[src/rtl/swd_pkg.sv]
package swd_pkg;
    localparam int unsigned DEF_N_W = 10;
    localparam int unsigned DEF_A_W = 6;
endpackage

[src/rtl/swd_main_cnt.sv]
module swd_main_cnt #(
    parameter int unsigned W = swd_pkg::DEF_N_W
) (
    input  logic         clk,
    input  logic         rst,
    input  logic [W-1:0] load_val,
    output logic         reload_o,
    output logic         tc_o
);
    localparam logic [W-1:0] ONE = W'(1);
    localparam logic [W-1:0] TWO = W'(2);

    typedef struct packed {
        logic [W-1:0] cnt;
        logic         tc;
    } st_t;

    st_t s_d, s_q;

    // A count of 0 only exists straight after reset; 1 is the last clock.
    assign reload_o = (s_q.cnt <= ONE);
    assign tc_o     = s_q.tc;

    always_comb begin
        s_d = s_q;
        if (rst) begin
            s_d = '0;
        end else if (reload_o) begin
            s_d.cnt = load_val;
            s_d.tc  = 1'b0;
        end else begin
            s_d.cnt = s_q.cnt - ONE;
            s_d.tc  = (s_q.cnt == TWO);
        end
    end

    always_ff @(posedge clk) begin
        s_q <= s_d;
    end
endmodule

[src/rtl/swd_swallow_cnt.sv]
module swd_swallow_cnt #(
    parameter int unsigned W = swd_pkg::DEF_A_W
) (
    input  logic         clk,
    input  logic         rst,
    input  logic         reload,
    input  logic [W-1:0] load_val,
    output logic         mod_o
);
    localparam logic [W-1:0] ZERO = '0;
    localparam logic [W-1:0] ONE  = W'(1);

    typedef struct packed {
        logic [W-1:0] cnt;
        logic         mod;
    } st_t;

    st_t s_d, s_q;

    assign mod_o = s_q.mod;

    always_comb begin
        s_d = s_q;
        if (rst) begin
            s_d = '0;
        end else begin
            if (reload) begin
                s_d.cnt = load_val;
            end else if (s_q.cnt != ZERO) begin
                s_d.cnt = s_q.cnt - ONE;
            end
            s_d.mod = (s_d.cnt == ZERO);
        end
    end

    always_ff @(posedge clk) begin
        s_q <= s_d;
    end
endmodule

[src/rtl/swallow_div_ctrl.sv]
module swallow_div_ctrl #(
    parameter int unsigned N_W = swd_pkg::DEF_N_W,
    parameter int unsigned A_W = swd_pkg::DEF_A_W
) (
    input  logic           clk,
    input  logic           rst,
    input  logic [N_W-1:0] n_prog,
    input  logic [A_W-1:0] a_prog,
    output logic           mod_ctl,
    output logic           tc_pulse
);
    logic reload;

    swd_main_cnt #(.W(N_W)) u_main (
        .clk      (clk),
        .rst      (rst),
        .load_val (n_prog),
        .reload_o (reload),
        .tc_o     (tc_pulse)
    );

    swd_swallow_cnt #(.W(A_W)) u_swal (
        .clk      (clk),
        .rst      (rst),
        .reload   (reload),
        .load_val (a_prog),
        .mod_o    (mod_ctl)
    );
endmodule

[config.mk]
export PLATFORM = sky130hd
export DESIGN_NAME = swallow_div_ctrl
export DESIGN_NICKNAME = d
export VERILOG_FILES = /design/src/rtl/swd_pkg.sv /design/src/rtl/swd_main_cnt.sv /design/src/rtl/swd_swallow_cnt.sv /design/src/rtl/swallow_div_ctrl.sv
export SDC_FILE = /design/constraint.sdc
export NUM_CORES = 1
export LEC_CHECK = 0
export CAP_MARGIN = 10
export CORE_UTILIZATION = 45
export CTS_CLUSTER_SIZE = 30
export DETAILED_ROUTE_END_ITERATION = 7
export MAX_ROUTING_LAYER = met4
export PLACE_DENSITY = 0.73
export SETUP_SLACK_MARGIN = 0.1
export SKIP_LAST_GASP = 1
export SYNTH_ARGS = -nofsm -noshare
export SYNTH_HDL_FRONTEND = slang
export SYNTH_HIERARCHICAL = 1
export SYNTH_SLANG_ARGS = --single-unit
[constraint.sdc]
create_clock -name clk -period 2.7 [get_ports clk]
set_clock_uncertainty 0.15 [all_clocks]
set_input_delay 0.54 -clock clk [delete_from_list [all_inputs] [get_ports clk]]
set_output_delay 0.54 -clock clk [all_outputs]
set_load 0.02 [all_outputs]
==> metrics.yaml <==
status: "finished clean"
fin_nets: 171
rsz0062_at_grt: "false"
die_y_um: 51.69
synth_area_mm2: 0.001111
relSlewSlack_pct: 71.69
synthCells: 127
hp-start: "u_main/s_q[9]"
die_x_um: 51.69
ios: 20
ys.flop_type: "dfxtp_1"
r2r_cells: 6
coreArea_mm2: 0.002276
worstSetupStartpointType: "register"
diodes: 0
peakVddDrop_v: 0.0006678
avgSynthCellArea_um2: 8.749
synth-edff-count: 0
drt-total-wl_um: 2567
synth_common_cells: "dfxtp_1, nor2_1, inv_1, nor4_1, a211oi_1"
tns_ns: 0
p_per_area_mw_per_mm2: 1208
drive_above_1_share_pct: 12.93
clock_sinks: 18
synth.most_common_cell: "dfxtp_1"
hp-class: "register to register"
htree_levels: 1
clkTransAtPathRegs_ns: 0.10
p_leak_uw: 0.0004998
grt_pass1_wl_um: 4443
cts_buffer_depth: 2
r2r-end: "u_swal/mod_o"
async_reset_ff_share_pct: 0
cts_tree: "yes"
grt_max_degree: 17
ys_seq_elements: 18
rows: 17
track_usage_pct: 23.23
hold_buffers: 0
via_count: 1057
worstPathArrival_ns: 2.39
syn_nets: 150
min_period_ns: 2.323
drt_first_pass_iters: 4
required_ns: 2.76
place_congestion: 0.8173
antenna_found_initial: 0
max_freq_mhz: 430.4
area_delta_synth_final_pct: 22.52
insertion_delay_ns: 0.29
yosys_warnings: 6
path_max_fanout: 11
drc_errors: 0
grt_overflow: 0
setup_viol: 0
numCtsBuffers: 3
min_to: "u_main/s_q[9]"
hold_depth: 2
synth_top_area_share_pct: 32.43
hpwl_um: 1972
vias_per_cell: 6.040
period_share_pct: 86.04
critPathKind: "register to register"
worstMarginPinSlew_ns: 0.4208
finalHoldViolCount: 0
final_cells: 175
cts-root-buf: "clkbuf_4"
synth.area.top_cells: "dfxtp_1, ha_1, nor2_1"
io_buffers: 19
dieArea_mm2: 0.002672
postCtsSetupBuffers: 0
post-place-cells: 171
wire_per_inst_um: 14.67
grt_pass1_vias: 1020
final_util_pct: 59.81
cp-end-kind: "register"
yosysTopAreaCell: "dfxtp_1"
seq_area_frac_synth_pct: 32.43
fill_cells: 199
first_iter_violations: 29
synth_cell_types: 42
max_cap_viol_count: 0
cts_resized: 0
reg2reg_slack_ns: 0.38
slew_viol_final: 0
drtAntennaViolNets: 0
initial_core_util_pct: 48.82
worstReg2RegStart: "u_main/s_q[5]"
-- through the flow --
stage	hold WS (ns)	setup WS, ns	power (µW)	area (µm²)
global placement	0.3087	0.4513	1446	1325
detailed placement	0.3117	0.3898	1471	1325
floorplan	0.2821	0.1008	1256	1111
CTS	0.3317	0.3639	1640	1361
global route	0.3616	0.1849	1801	1361
finish	0.3282	0.3768	1644	1361
-- layout by cell type (no fill, tap or decap), types with 3 or more instances in the layout --
cell,synthesis,layout
clkdlybuf4s50_1,0,19
dfxtp_1,18,18
nor2_1,14,14
inv_1,7,7
nor4_1,7,7
a211oi_1,6,6
xnor2_1,5,5
nor3_1,5,5
o41ai_1,5,5
ha_1,5,5
buf_4,0,4
a21oi_1,4,4
clkbuf_4,0,3
a31oi_1,3,3
o21ai_0,3,3
-- metal layers --
| metal | routed length, µm | global-route usage (%) | vias to the layer above |
|---|---|---|---|
| met2 | 1332 | 40.04 | 29 |
| li1 | - | - | 523 |
| met3 | 109 | 2.924 | 4 |
| met5 | 0 | - | - |
| met1 | 1077 | 25.99 | 501 |
| met4 | 48 | 12.61 | 0 |
-- worst max-delay path: stages, from the launching register on --
cell,delay [ns]
dfxtp_1,0.36
or4_4,0.55
or3_4,0.46
inv_2,0.18
nor2b_1,0.19
nand3_1,0.10
a221oi_2,0.25
-- final cells by class --
class	instances	area [µm²]	area share (%)
Tap cell	28	35.03	2.574
Sequential cell	18	360.3	26.47
Timing Repair Buffer	23	220.2	16.18
Inverter	8	30.03	2.206
Clock buffer	4	36.28	2.665
Multi-Input combinational cell	94	679.4	49.91
-- power by group --
part | switching, µW | internal, µW | total [µW]
registers | 119 | 365 | 483
clock network | 80.1 | 82.2 | 162
logic | 548 | 450 | 998
total | 747 | 897 | 1640
-- registers in the layout, summed over array words and instances, names as in the netlist --
signal,flops
u_swal/s_q,6
u_main/s_q,10
u_main/tc_o,1
u_swal/mod_o,1
-- logic make-up after synthesis --
family / Yosys count / synth area share [%]
multiplexers: 1 / 0.9009
XOR/XNOR: 7 / 5.518
adder cells (fa/ha/maj): 5 / 5.631
AND/OR/NAND/NOR: 47 / 25.56
flip-flops: 18 / 32.43
AO/OA/AOI/OAI: 34 / 23.53
buffers and inverters: 15 / 6.418
-- worst max-delay path by stage --
stage,cells after the start,from,slack (ns),to
global route,8,u_main/s_q[2],0.18,u_swal/mod_o
finish,6,u_main/s_q[5],0.38,u_swal/mod_o
global placement,6,u_main/s_q[5],0.45,u_swal/mod_o
floorplan,11,u_main/s_q[1],0.10,u_swal/mod_o
detailed placement,6,u_main/s_q[5],0.39,u_swal/mod_o
CTS,6,u_main/s_q[5],0.36,u_swal/mod_o
Note: power is estimated with default switching activity, not from simulation.
